$ cat config.mk
export PLATFORM = sky130hd
export DESIGN_NAME = dpot_i2c_slave
export DESIGN_NICKNAME = d
export VERILOG_FILES = /design/src/rtl/dpot_pkg.sv /design/src/rtl/dpot_bus_cond.sv /design/src/rtl/dpot_regfile.sv /design/src/rtl/dpot_i2c_slave.sv
export SDC_FILE = /design/constraint.sdc
export NUM_CORES = 1
export LEC_CHECK = 0
export BUFFER_PORTS_ARGS = -buffer_cell sky130_fd_sc_hd__buf_2
export CAP_MARGIN = 0
export CORE_MARGIN = 2
export CORE_UTILIZATION = 45
export CTS_BUF_LIST = sky130_fd_sc_hd__clkbuf_4
export CTS_CLUSTER_DIAMETER = 120
export DETAILED_ROUTE_END_ITERATION = 8
export GPL_TIMING_DRIVEN = 0
export PLACE_DENSITY_LB_ADDON = 0.12
export RECOVER_POWER = 50
export SYNTH_ARGS = -nofsm -noshare
export SYNTH_HDL_FRONTEND = slang
export SYNTH_HIERARCHICAL = 1
export SYNTH_SLANG_ARGS = --single-unit
$ cat constraint.sdc
create_clock -name clk -period 7.3 [get_ports clk]
set_clock_uncertainty 0.15 [all_clocks]
set_input_delay 0.73 -clock clk [delete_from_list [all_inputs] [get_ports clk]]
set_output_delay 0.73 -clock clk [all_outputs]
set_load 0.01 [all_outputs]
$ cat src/rtl/dpot_pkg.sv
package dpot_pkg;
   typedef enum logic [2:0] {
      ST_IDLE,
      ST_RECV,
      ST_ACK,
      ST_SEND,
      ST_MACK,
      ST_WAIT
   } link_state_t;

   typedef enum logic [1:0] {
      PH_ID,
      PH_ADDR,
      PH_DATA
   } rx_phase_t;
endpackage

$ cat src/rtl/dpot_bus_cond.sv
module dpot_bus_cond (
   input  logic clk,
   input  logic rst_n,
   input  logic scl_in,
   input  logic sda_in,
   output logic scl_rise,
   output logic scl_fall,
   output logic start_evt,
   output logic stop_evt
);
   logic scl_q, sda_q;

   always_ff @(posedge clk) begin
      if (!rst_n) begin
         scl_q <= 1'b1;
         sda_q <= 1'b1;
      end else begin
         scl_q <= scl_in;
         sda_q <= sda_in;
      end
   end

   assign scl_rise  = scl_in & ~scl_q;
   assign scl_fall  = ~scl_in & scl_q;
   assign start_evt = scl_in & scl_q & sda_q & ~sda_in;
   assign stop_evt  = scl_in & scl_q & ~sda_q & sda_in;
endmodule

$ cat src/rtl/dpot_regfile.sv
module dpot_regfile #(
   parameter int unsigned DATA_W      = 8,
   parameter int unsigned ADDR_WIPER  = 0,
   parameter int unsigned ADDR_NV     = 1,
   parameter logic [DATA_W-1:0] WIPER_INIT = 8'h80,
   parameter logic [DATA_W-1:0] NV_INIT    = 8'h80,
   parameter int unsigned BUSY_CYCLES = 1000000
) (
   input  logic              clk,
   input  logic              rst_n,
   input  logic              wr_en,
   input  logic [DATA_W-1:0] wr_addr,
   input  logic [DATA_W-1:0] wr_data,
   input  logic              start_evt,
   input  logic              stop_evt,
   input  logic [DATA_W-1:0] rd_addr,
   output logic [DATA_W-1:0] rd_data,
   output logic [DATA_W-1:0] wiper,
   output logic              busy
);
   localparam logic [DATA_W-1:0] A_WIP = DATA_W'(ADDR_WIPER);
   localparam logic [DATA_W-1:0] A_NV  = DATA_W'(ADDR_NV);

   logic              nv_pend;
   logic [DATA_W-1:0] nv_pend_d, nv_val, wiper_q;
   logic              commit;

   assign commit = stop_evt & nv_pend & ~start_evt;

   always_ff @(posedge clk) begin
      if (!rst_n) begin
         wiper_q   <= WIPER_INIT;
         nv_val    <= NV_INIT;
         nv_pend   <= 1'b0;
         nv_pend_d <= '0;
      end else begin
         if (wr_en && wr_addr == A_WIP) wiper_q <= wr_data;
         if (start_evt) begin
            nv_pend <= 1'b0;
         end else if (commit) begin
            nv_val  <= nv_pend_d;
            nv_pend <= 1'b0;
         end else if (wr_en && wr_addr == A_NV) begin
            nv_pend   <= 1'b1;
            nv_pend_d <= wr_data;
         end
      end
   end

   assign wiper   = wiper_q;
   assign rd_data = (rd_addr == A_WIP) ? wiper_q :
                    (rd_addr == A_NV)  ? nv_val  : '0;

   generate
      if (BUSY_CYCLES > 0) begin : g_busy
         localparam int BW = $clog2(BUSY_CYCLES + 1);
         logic [BW-1:0] cnt;
         always_ff @(posedge clk) begin
            if (!rst_n)          cnt <= '0;
            else if (commit)     cnt <= BW'(BUSY_CYCLES);
            else if (cnt != '0)  cnt <= cnt - BW'(1);
         end
         assign busy = (cnt != '0);

         assert_busy_from_stop_R5: assert property (@(posedge clk) disable iff (!rst_n)
            $rose(busy) |-> $past(stop_evt));
         assert_busy_count_R6: assert property (@(posedge clk) disable iff (!rst_n)
            (cnt != '0) |=> (cnt == $past(cnt) - BW'(1)));
      end else begin : g_nobusy
         assign busy = 1'b0;
      end
   endgenerate

   assert_wiper_only_on_write_R4: assert property (@(posedge clk) disable iff (!rst_n)
      !$stable(wiper_q) |-> ($past(wr_en) && $past(wr_addr) == A_WIP));
endmodule

$ cat src/rtl/dpot_i2c_slave.sv
module dpot_i2c_slave #(
   parameter int unsigned DATA_W      = 8,
   parameter logic [DATA_W-4:0] ID_TAG = 5'b01010,
   parameter int unsigned ADDR_WIPER  = 0,
   parameter int unsigned ADDR_NV     = 1,
   parameter logic [DATA_W-1:0] WIPER_INIT = 8'h80,
   parameter logic [DATA_W-1:0] NV_INIT    = 8'h80,
   parameter int unsigned BUSY_CYCLES = 1000000
) (
   input  logic              clk,
   input  logic              rst_n,
   input  logic              scl_in,
   input  logic              sda_in,
   input  logic [1:0]        strap_sel,
   output logic              sda_oe,
   output logic [DATA_W-1:0] wiper_pos,
   output logic              nv_busy
);
   import dpot_pkg::*;

   localparam int CNT_W = $clog2(DATA_W + 1);
   localparam logic [CNT_W-1:0] FULL_BYTE = CNT_W'(DATA_W);
   localparam logic [CNT_W-1:0] LAST_TX   = CNT_W'(DATA_W - 1);

   initial begin
      assert (DATA_W >= 4) else $error("DATA_W too small for tag, strap and direction");
      assert (ADDR_WIPER != ADDR_NV) else $error("register addresses collide");
   end

   logic scl_rise, scl_fall, start_evt, stop_evt;
   link_state_t       state, ack_next;
   rx_phase_t         phase;
   logic [CNT_W-1:0]  bit_cnt;
   logic [DATA_W-1:0] shreg, txsh, ptr, rd_data;
   logic              wr_en, id_match;

   dpot_bus_cond u_cond (
      .clk(clk), .rst_n(rst_n), .scl_in(scl_in), .sda_in(sda_in),
      .scl_rise(scl_rise), .scl_fall(scl_fall),
      .start_evt(start_evt), .stop_evt(stop_evt)
   );

   assign wr_en = (state == ST_RECV) && (phase == PH_DATA) && scl_fall &&
                  (bit_cnt == FULL_BYTE) && !start_evt && !stop_evt;

   dpot_regfile #(
      .DATA_W(DATA_W), .ADDR_WIPER(ADDR_WIPER), .ADDR_NV(ADDR_NV),
      .WIPER_INIT(WIPER_INIT), .NV_INIT(NV_INIT), .BUSY_CYCLES(BUSY_CYCLES)
   ) u_regs (
      .clk(clk), .rst_n(rst_n), .wr_en(wr_en), .wr_addr(ptr), .wr_data(shreg),
      .start_evt(start_evt), .stop_evt(stop_evt), .rd_addr(ptr),
      .rd_data(rd_data), .wiper(wiper_pos), .busy(nv_busy)
   );

   assign id_match = (shreg[DATA_W-1:3] == ID_TAG) && (shreg[2:1] == strap_sel) && !nv_busy;

   always_ff @(posedge clk) begin
      if (!rst_n) begin
         state    <= ST_IDLE;
         ack_next <= ST_IDLE;
         phase    <= PH_ID;
         bit_cnt  <= '0;
         shreg    <= '0;
         txsh     <= '0;
         ptr      <= '0;
         sda_oe   <= 1'b0;
      end else if (start_evt) begin
         state   <= ST_RECV;
         phase   <= PH_ID;
         bit_cnt <= '0;
         sda_oe  <= 1'b0;
      end else if (stop_evt) begin
         state  <= ST_IDLE;
         sda_oe <= 1'b0;
      end else begin
         case (state)
            ST_RECV: begin
               if (scl_rise && bit_cnt != FULL_BYTE) begin
                  shreg   <= {shreg[DATA_W-2:0], sda_in};
                  bit_cnt <= bit_cnt + CNT_W'(1);
               end else if (scl_fall && bit_cnt == FULL_BYTE) begin
                  bit_cnt <= '0;
                  case (phase)
                     PH_ID: begin
                        if (id_match) begin
                           sda_oe <= 1'b1;
                           state  <= ST_ACK;
                           if (shreg[0]) begin
                              ack_next <= ST_SEND;
                           end else begin
                              ack_next <= ST_RECV;
                              phase    <= PH_ADDR;
                           end
                        end else begin
                           state <= ST_WAIT;
                        end
                     end
                     PH_ADDR: begin
                        ptr      <= shreg;
                        sda_oe   <= 1'b1;
                        state    <= ST_ACK;
                        ack_next <= ST_RECV;
                        phase    <= PH_DATA;
                     end
                     default: begin
                        sda_oe   <= 1'b1;
                        state    <= ST_ACK;
                        ack_next <= ST_WAIT;
                     end
                  endcase
               end
            end
            ST_ACK: begin
               if (scl_fall) begin
                  state   <= ack_next;
                  bit_cnt <= '0;
                  if (ack_next == ST_SEND) begin
                     txsh   <= rd_data;
                     sda_oe <= ~rd_data[DATA_W-1];
                  end else begin
                     sda_oe <= 1'b0;
                  end
               end
            end
            ST_SEND: begin
               if (scl_fall) begin
                  if (bit_cnt == LAST_TX) begin
                     sda_oe  <= 1'b0;
                     state   <= ST_MACK;
                     ptr     <= ptr + DATA_W'(1);
                     bit_cnt <= '0;
                  end else begin
                     txsh    <= {txsh[DATA_W-2:0], 1'b0};
                     sda_oe  <= ~txsh[DATA_W-2];
                     bit_cnt <= bit_cnt + CNT_W'(1);
                  end
               end
            end
            ST_MACK: begin
               if (scl_rise) begin
                  if (!sda_in) begin
                     state    <= ST_ACK;
                     ack_next <= ST_SEND;
                  end else begin
                     state <= ST_WAIT;
                  end
               end
            end
            default: ;
         endcase
      end
   end

   assert_oe_scl_low_R10: assert property (@(posedge clk) disable iff (!rst_n)
      !$stable(sda_oe) |-> !scl_in);
   assert_quiet_wait_R3: assert property (@(posedge clk) disable iff (!rst_n)
      (state == ST_WAIT) |-> !sda_oe);
   assert_busy_blocks_R6: assert property (@(posedge clk) disable iff (!rst_n)
      nv_busy |-> (state != ST_ACK && state != ST_SEND));
   assert_ptr_step_R7: assert property (@(posedge clk) disable iff (!rst_n)
      ($past(state) == ST_SEND && state == ST_MACK) |-> (ptr == $past(ptr) + DATA_W'(1)));
endmodule

==> impl_metrics.csv, run 1 <==
group,metric,value,unit
die,placementRows,36,
run,drv_cap,0,
cells_and_area,finalNonFillerCells,672,
logic_synthesis,post_synth_num_cell_types,76,
logic_synthesis,ys_ff_latch,83,
logic_synthesis,post_synth_instance_area,4430,µm²
logic_synthesis,post_synth.cell_area_avg,8.73,µm²
worst_setup_path,worstRegToRegCells,10,
detailed_routing,detail_route.first_pass.iterations,4,
timing,holdWs,0.309,ns
detailed_routing,totalWireLength,11.2,mm
logic_synthesis,post_synth_main_area_contributors,"sky130_fd_sc_hd__dfxtp_1 (37%), sky130_fd_sc_hd__mux2i_1 (11%), sky130_fd_sc_hd__a21oi_1 (4.1%)",
worst_setup_path,timing_worst_setup_path_type,"flop to flop",
placed_design,port-buffer-count,15,
worst_setup_path,cp-start-kind,"flop",
clocking,ctsHoldBuffers,0,
detailed_routing,initialDrtViolationCount,174,
timing,total_of_endpoints_with_negative_setup_slack_in_the_final_report,0,
timing,worst-slew-pin-transition,0.829,ns
global_route,grt_pass1_wl,18.3,mm
logic_synthesis,synthArstFlopShare,0,
worst_setup_path,timing.reg2reg.setup_slack,3.37,ns
worst_setup_path,crit_path_start,"u_regs/g_busy.cnt[0]",
clocking,cts_h_tree_lvls,3,
placed_design,place_congestion,0.866,
power_and_ir_drop,total_leakage_power,0.00177,µW
worst_setup_path,worst-path-buf-inv,2,
global_route,grt_max_degree,18,
worst_setup_path,worstPathCellList,"inv_1, ha_1, nor4b_1, and4_1, clkbuf_1, nand2_1, nor2_1, a41oi_1, a2111oi_4, mux2_1",
clocking,cts.reportedPaths.clkPinSlew,0.16,ns
timing,setup-tns-final,0,ns
cells_and_area,antenna-diode-count,0,
die,die_area,10700,µm²
global_route,grt_pass1_vias,3614,
clocking,numClockSinks,83,
cells_and_area,fin_nets,544,
worst_setup_path,crit_path_top_delay_cell,"sky130_fd_sc_hd__nor4b_1",
die,die_w,103,µm
detailed_routing,avgViaCountPerCell,5.88,
timing,slew_headroom,0.440,
cells_and_area,area.growth.synth_to_final,8.44,%
placed_design,dp_hpwl,8.08,mm
logic_synthesis,netlist_instances,508,
worst_setup_path,crit_fanout,10,
worst_setup_path,worstPathArrival,4.12,ns
timing,timing.final.max_slew_violations,0,
clocking,number_of_buffers_added_for_setup_after_cts,0,
logic_synthesis,synth_edf_count,0,
min_path,worstHoldPathType,"flop to flop",
cells_and_area,filler_cell_count_in_the_final_layout,976,
timing,fmaxAchievable,255,MHz
cells_and_area,layout-drive-gt1-share,0.0779,
power_and_ir_drop,vdd.ir_drop.worst,0.000171,V
timing,final_hold_viol_count,0,
clocking,cts_inserted_buffers,9,
worst_setup_path,r2r-end,"ack_next[2]",
global_route,global_route.usage.total,0.221,
die,core_region_area,9680,µm²
detailed_routing,remaining_drc_errors,0,
timing,layout_min_cycle_time,3.93,ns
clocking,clkLatencyLatePin,0.45,ns
detailed_routing,wire_per_inst,16.7,µm
clocking,cts_tree,"built",
worst_setup_path,setup.worst_path.end,"ack_next[2]",
logic_synthesis,yosysWarnings,6,
clocking,cts_root_buffer,"sky130_fd_sc_hd__clkbuf_4",
logic_synthesis,synth_top_area_share,0.375,
detailed_routing,final_antenna_net_count,0,
die,die_y,103,µm
outcome,status,"complete, no violations",
worst_setup_path,crit_cells,10,
logic_synthesis,ys_seq_area_frac,0.375,
worst_setup_path,startpoint_of_the_worst_slack_reg_to_reg_timing_path,"u_regs/g_busy.cnt[0]",
worst_setup_path,worstSetupEndpointType,"flop",
die,floorplan.initialDensity,0.458,
timing,rsz0062_at_grt,"no",
clocking,max-clock-path-buffers,2,
worst_setup_path,largest_delay_share_family_worst_path,"simple AND/OR/NAND/NOR gates",
logic_synthesis,synth_ff_type,"sky130_fd_sc_hd__dfxtp_1",
detailed_routing,via_count,3950,
clocking,post_cts.resized_instances,0,
worst_setup_path,worstPathRequired,7.49,ns
die,ioPinCount,16,
logic_synthesis,synth.largest_area_cell,"sky130_fd_sc_hd__dfxtp_1",
placed_design,numPlacedInstances,656,
worst_setup_path,critical-path-max-stage-delay,0.62,ns
global_route,antenna_found_initial,0,
logic_synthesis,postSynthNetCount,518,
global_route,globalRoute.totalOverflow,0,
power_and_ir_drop,power_per_cell_area,287,nW/µm²
timing,fin_crit_sh,0.538,
-- cells by family after synthesis --
| family | count (synthesis) | share of synthesized area |
|---|---|---|
| and+or+nand+nor | 209 | 0.268 |
| AOI/OAI and AO/OA | 119 | 0.192 |
| DFF | 83 | 0.375 |
| muxes | 50 | 0.113 |
| buffers and inverters | 41 | 0.0370 |
| adders and majority gates | 4 | 0.0113 |
| xor gates and xnor gates | 2 | 0.00395 |
-- per-stage QoR --
| step | area [µm²] | util | worst slack, ns | power (µW) |
|---|---|---|---|---|
| finish | 4810 | 0.497 | 3.37 | 1380 |
| global route | 4810 | 0.497 | 2.95 | 1480 |
| CTS | 4840 | 0.499 | 3.62 | 1390 |
| detailed placement | 4680 | 0.483 | 3.42 | 1090 |
| global placement | 4680 | 0.483 | 3.54 | 1080 |
| floorplan | 4430 | - | 4.33 | 965 |
-- final cells by class --
class                      instances  area (µm²)  share of cell area
clock inverter                     7        93.8              0.0195
tap                              133         166              0.0346
buffer                            29         116              0.0242
timing repair buffer              15        61.3              0.0128
multi-input combinational        384        2600               0.540
inverter                          12        45.0             0.00937
sequential                        83        1660               0.346
clock buffer                       9        67.6              0.0141
-- where the power goes --
group	internal (µW)	leakage (µW)	switching, µW
registers	497	0.000672	46.1
clock network	114	0.0000837	185
logic	213	0.00101	323
total	825	0.00177	554
-- cell usage after synthesis (all sizes together), types with 6 or more instances --
master and instances:
a211oi 10, a21oi 36, a311oi 7, a31oi 6, buf 7, clkbuf 22, dfxtp 83, inv 12
mux2i 49, nand2 45, nand2b 10, nand3b 7, nand4 8, nor2 48, nor3 15, nor3b 7
nor4 6, o21ai 15, or3 15, or4 7
-- placed cells by master, fill, tap and decap left out, types with 6 or more instances in the layout --
cell and n:
sky130_fd_sc_hd__dfxtp_1 83, sky130_fd_sc_hd__nand2_1 45, sky130_fd_sc_hd__a21oi_1 36, sky130_fd_sc_hd__mux2i_1 49, sky130_fd_sc_hd__nor2_1 48, sky130_fd_sc_hd__clkbuf_1 35
sky130_fd_sc_hd__a211oi_1 10, sky130_fd_sc_hd__inv_1 12, sky130_fd_sc_hd__nand2b_1 10, sky130_fd_sc_hd__o21ai_0 15, sky130_fd_sc_hd__nor3_1 15, sky130_fd_sc_hd__clkbuf_4 9
sky130_fd_sc_hd__nor4_1 6, sky130_fd_sc_hd__a311oi_1 7, sky130_fd_sc_hd__buf_2 7, sky130_fd_sc_hd__or3_1 12, sky130_fd_sc_hd__a31oi_1 6, sky130_fd_sc_hd__nand3b_1 7
sky130_fd_sc_hd__nand4_1 8
-- sequential cells by signal (all words and copies together), names as in the netlist, 2 cells and up --
signal and cells:
ptr 8, state 3, u_regs/g_busy.cnt 20, ack_next 3, txsh 7, phase 2
shreg 8, u_regs/nv_pend_d 8, bit_cnt 4, u_regs/nv_val 8, u_regs/wiper 8
-- worst min-delay path by stage --
stage	to	depth (start not counted)	startpoint	slack [ns]
6_report	u_regs/nv_val[0]	2	u_regs/nv_pend_d[0]	0.31
5_1_grt	u_regs/nv_val[2]	2	u_regs/nv_val[2]	0.33
4_1_cts	u_regs/nv_val[6]	2	u_regs/nv_pend_d[6]	0.32
3_5_place_dp	u_regs/nv_val[2]	2	u_regs/nv_pend_d[2]	0.29
3_3_place_gp	u_regs/nv_val[6]	2	u_regs/nv_pend_d[6]	0.29
2_1_floorplan	u_regs/nv_val[0]	2	u_regs/nv_pend_d[0]	0.28
-- worst reg2reg max path: cells and delay by family, from the launching register on --
family	cells	cell delay, ns
and+or+nand+nor	4	1.32
adders and majority gates	1	0.17
AOI/OAI and AO/OA	2	0.94
DFF	1	0.36
buffers and inverters	2	0.54
muxes	1	0.36
-- routing by layer --
layer  up-vias  global-route usage  wire length (µm)
li1       1972                   -                 -
met1      1876               0.308              5380
met2        85               0.345              5140
met3        17              0.0437               529
met4         0              0.0709               168
met5         -                   0                 0
Note: power is estimated with default switching activity, not from simulation.
==> run 2: changes to the inputs <==
==> constraint.sdc (replaced) <==
create_clock -name clk -period 3.52 [get_ports clk]
set_clock_uncertainty 0.15 [all_clocks]
set_input_delay 0.352 -clock clk [delete_from_list [all_inputs] [get_ports clk]]
set_output_delay 0.352 -clock clk [all_outputs]
set_load 0.01 [all_outputs]
==> impl_metrics.csv, run 2 (synthesized netlist as in run 1, its figures left out) <==
group,metric,value,unit
detailed_routing,totalWireLength,11.3,mm
die,floorplan.initialDensity,0.458,
worst_setup_path,worstPathRequired,3.68,ns
detailed_routing,avgViaCountPerCell,5.89,
die,die_area,10700,µm²
run,drv_cap,0,
global_route,grt_pass1_wl,18.4,mm
detailed_routing,remaining_drc_errors,0,
power_and_ir_drop,vdd.ir_drop.worst,0.000384,V
power_and_ir_drop,total_leakage_power,0.00178,µW
global_route,grt_max_degree,18,
clocking,max-clock-path-buffers,2,
worst_setup_path,worst-path-buf-inv,1,
power_and_ir_drop,power_frac_comb,0.392,
clocking,cts_root_buffer,"sky130_fd_sc_hd__clkbuf_4",
min_path,worstHoldStart,"sda_in",
clocking,cts.reportedPaths.clkPinSlew,0.15,ns
timing,slew_headroom,0.493,
cells_and_area,layout_commonest_cell,"sky130_fd_sc_hd__dfxtp_1",
global_route,globalRoute.totalOverflow,0,
cells_and_area,antenna-diode-count,0,
worst_setup_path,startpoint_of_the_worst_slack_reg_to_reg_timing_path,"u_cond/scl_q",
power_and_ir_drop,switching_share,0.403,
power_and_ir_drop,net-switching-power,1160,µW
global_route,antenna_found_initial,0,
worst_setup_path,timing_worst_setup_path_type,"flop to flop",
timing,fmaxAchievable,304,MHz
outcome,status,"complete, no violations",
placed_design,dp_hpwl,8.08,mm
cells_and_area,fin_nets,543,
cells_and_area,number_of_flip_flops_under_the_largest_register_name,20,
cells_and_area,area.growth.synth_to_final,8.94,%
worst_setup_path,worstPathCellList,"nor2b_1, and4b_1, buf_2, nand2_1, nor4b_1, nor4b_1, and3b_1, mux2i_1, nand2_1",
detailed_routing,detail_route.first_pass.iterations,5,
clocking,cts_tree,"built",
worst_setup_path,largest_delay_share_family_worst_path,"simple AND/OR/NAND/NOR gates",
cells_and_area,most-common-layout-cells,"sky130_fd_sc_hd__dfxtp_1 (83), sky130_fd_sc_hd__mux2i_1 (49), sky130_fd_sc_hd__nor2_1 (47)",
worst_setup_path,crit_path_top_delay_cell,"sky130_fd_sc_hd__and3b_1",
cells_and_area,finalNonFillerCells,671,
global_route,global_route.usage.total,0.221,
placed_design,numPlacedInstances,656,
detailed_routing,via_count,3954,
global_route,grt_pass1_vias,3625,
power_and_ir_drop,power_report.internal_total,1720,µW
worst_setup_path,crit_fanout,8,
die,placementRows,36,
timing,timing.final.max_slew_violations,0,
die,ioPinCount,16,
die,die_w,103,µm
worst_setup_path,crit_path_start,"u_cond/scl_q",
worst_setup_path,critical-path-max-stage-delay,0.62,ns
worst_setup_path,worstPathArrival,3.46,ns
placed_design,place_congestion,0.866,
detailed_routing,wire_per_inst,16.9,µm
clocking,cts_inserted_buffers,9,
power_and_ir_drop,share_seq_of_total_power,0.391,
die,core_region_area,9680,µm²
min_path,worstHoldPathType,"input pin to flop",
timing,fin_crit_sh,0.936,
clocking,numClockSinks,83,
timing,final_hold_viol_count,0,
clocking,clkLatencyLatePin,0.45,ns
cells_and_area,layout-drive-gt1-share,0.0874,
timing,layout_min_cycle_time,3.29,ns
timing,worst-slew-pin-transition,0.754,ns
cells_and_area,largest_register,"u_regs/g_busy.cnt",
placed_design,port-buffer-count,15,
power_and_ir_drop,clock_power_share,0.216,
detailed_routing,final_antenna_net_count,0,
power_and_ir_drop,power.total,2880,µW
clocking,cts_h_tree_lvls,3,
worst_setup_path,cp-start-kind,"flop",
worst_setup_path,worstSetupEndpointType,"flop",
die,die_y,103,µm
detailed_routing,initialDrtViolationCount,180,
power_and_ir_drop,power_per_cell_area,597,nW/µm²
timing,total_of_endpoints_with_negative_setup_slack_in_the_final_report,0,
==> run 2: changes by cell type in the layout (fill, tap and decap cells not counted), sizes merged <==
cell         previous run  this run
buf                     9        10
clkbuf                 44        41
dlygate4sd3             0         1
==> run 2: worst reg2reg max path: stages, from the launching register on <==
cell and delay [ns]:
sky130_fd_sc_hd__dfxtp_1 0.39, sky130_fd_sc_hd__nor2b_1 0.39, sky130_fd_sc_hd__and4b_1 0.24, sky130_fd_sc_hd__buf_2 0.18, sky130_fd_sc_hd__nand2_1 0.07, sky130_fd_sc_hd__nor4b_1 0.27, sky130_fd_sc_hd__nor4b_1 0.56, sky130_fd_sc_hd__and3b_1 0.62
sky130_fd_sc_hd__mux2i_1 0.24, sky130_fd_sc_hd__nand2_1 0.07
==> run 2: power by group through the flow <==
stage | Combinational [µW] | Clock, µW | Sequential, µW
final | 1130 | 624 | 1130
after detailed placement | 1110 | 0 | 1150
after global placement | 1090 | 0 | 1140
after global routing | 1260 | 682 | 1150
after floorplan | 878 | 0 | 1120
after CTS | 1120 | 642 | 1130
==> run 2: layer usage <==
layer | GRT usage | part of all wire | up-vias
li1 | - | - | 1962
met2 | 0.346 | 0.46 | 90
met5 | 0 | 0 | -
met1 | 0.308 | 0.48 | 1884
met3 | 0.0437 | 0.048 | 18
met4 | 0.0709 | 0.015 | 0
==> run 2: worst paths after layout <==
kind	cells after the start	slack, ns	end
worst min-delay path	2	0.09	u_cond/sda_q
worst max-delay path	9	0.23	u_regs/wiper[7]
worst min register to register	2	0.31	u_regs/nv_val[5]
worst max register to register	9	0.23	u_regs/wiper[7]
==> run 2: what timing repair did <==
item / CTS / global route
endpoints found under the setup margin: 1 / 12
hold endpoints to repair: 1 / 0
setup buffers: 0 / 0
gates cloned: 0 / 0
resized for setup: 1 / 3
hold buffers: 1 / 0
==> run 2: per-stage QoR <==
step / TNS [ns] / hold WS [ns] / instance area, µm² / util / setup slack [ns]
after floorplan: 0 / 0.264 / 4430 / - / 0.552
after detailed placement: -0.125 / 0.295 / 4680 / 0.483 / -0.125
after global routing: -0.0416 / 0.0552 / 4830 / 0.499 / -0.0416
after global placement: -0.0737 / 0.285 / 4680 / 0.483 / -0.0737
after CTS: 0 / 0.0545 / 4850 / 0.500 / 0.00414
final: 0 / 0.0930 / 4830 / 0.499 / 0.226
==> run 2: final cells by class <==
| class | count | area (µm²) |
|---|---|---|
| Clock inverter | 7 | 93.8 |
| Buffer | 27 | 110 |
| Clock buffer | 9 | 67.6 |
| Timing Repair Buffer | 16 | 71.3 |
| Sequential cell | 83 | 1660 |
| Inverter | 12 | 45.0 |
| Tap cell | 133 | 166 |
| Multi-Input combinational cell | 384 | 2620 |
| Fill cell | 975 | 4850 |
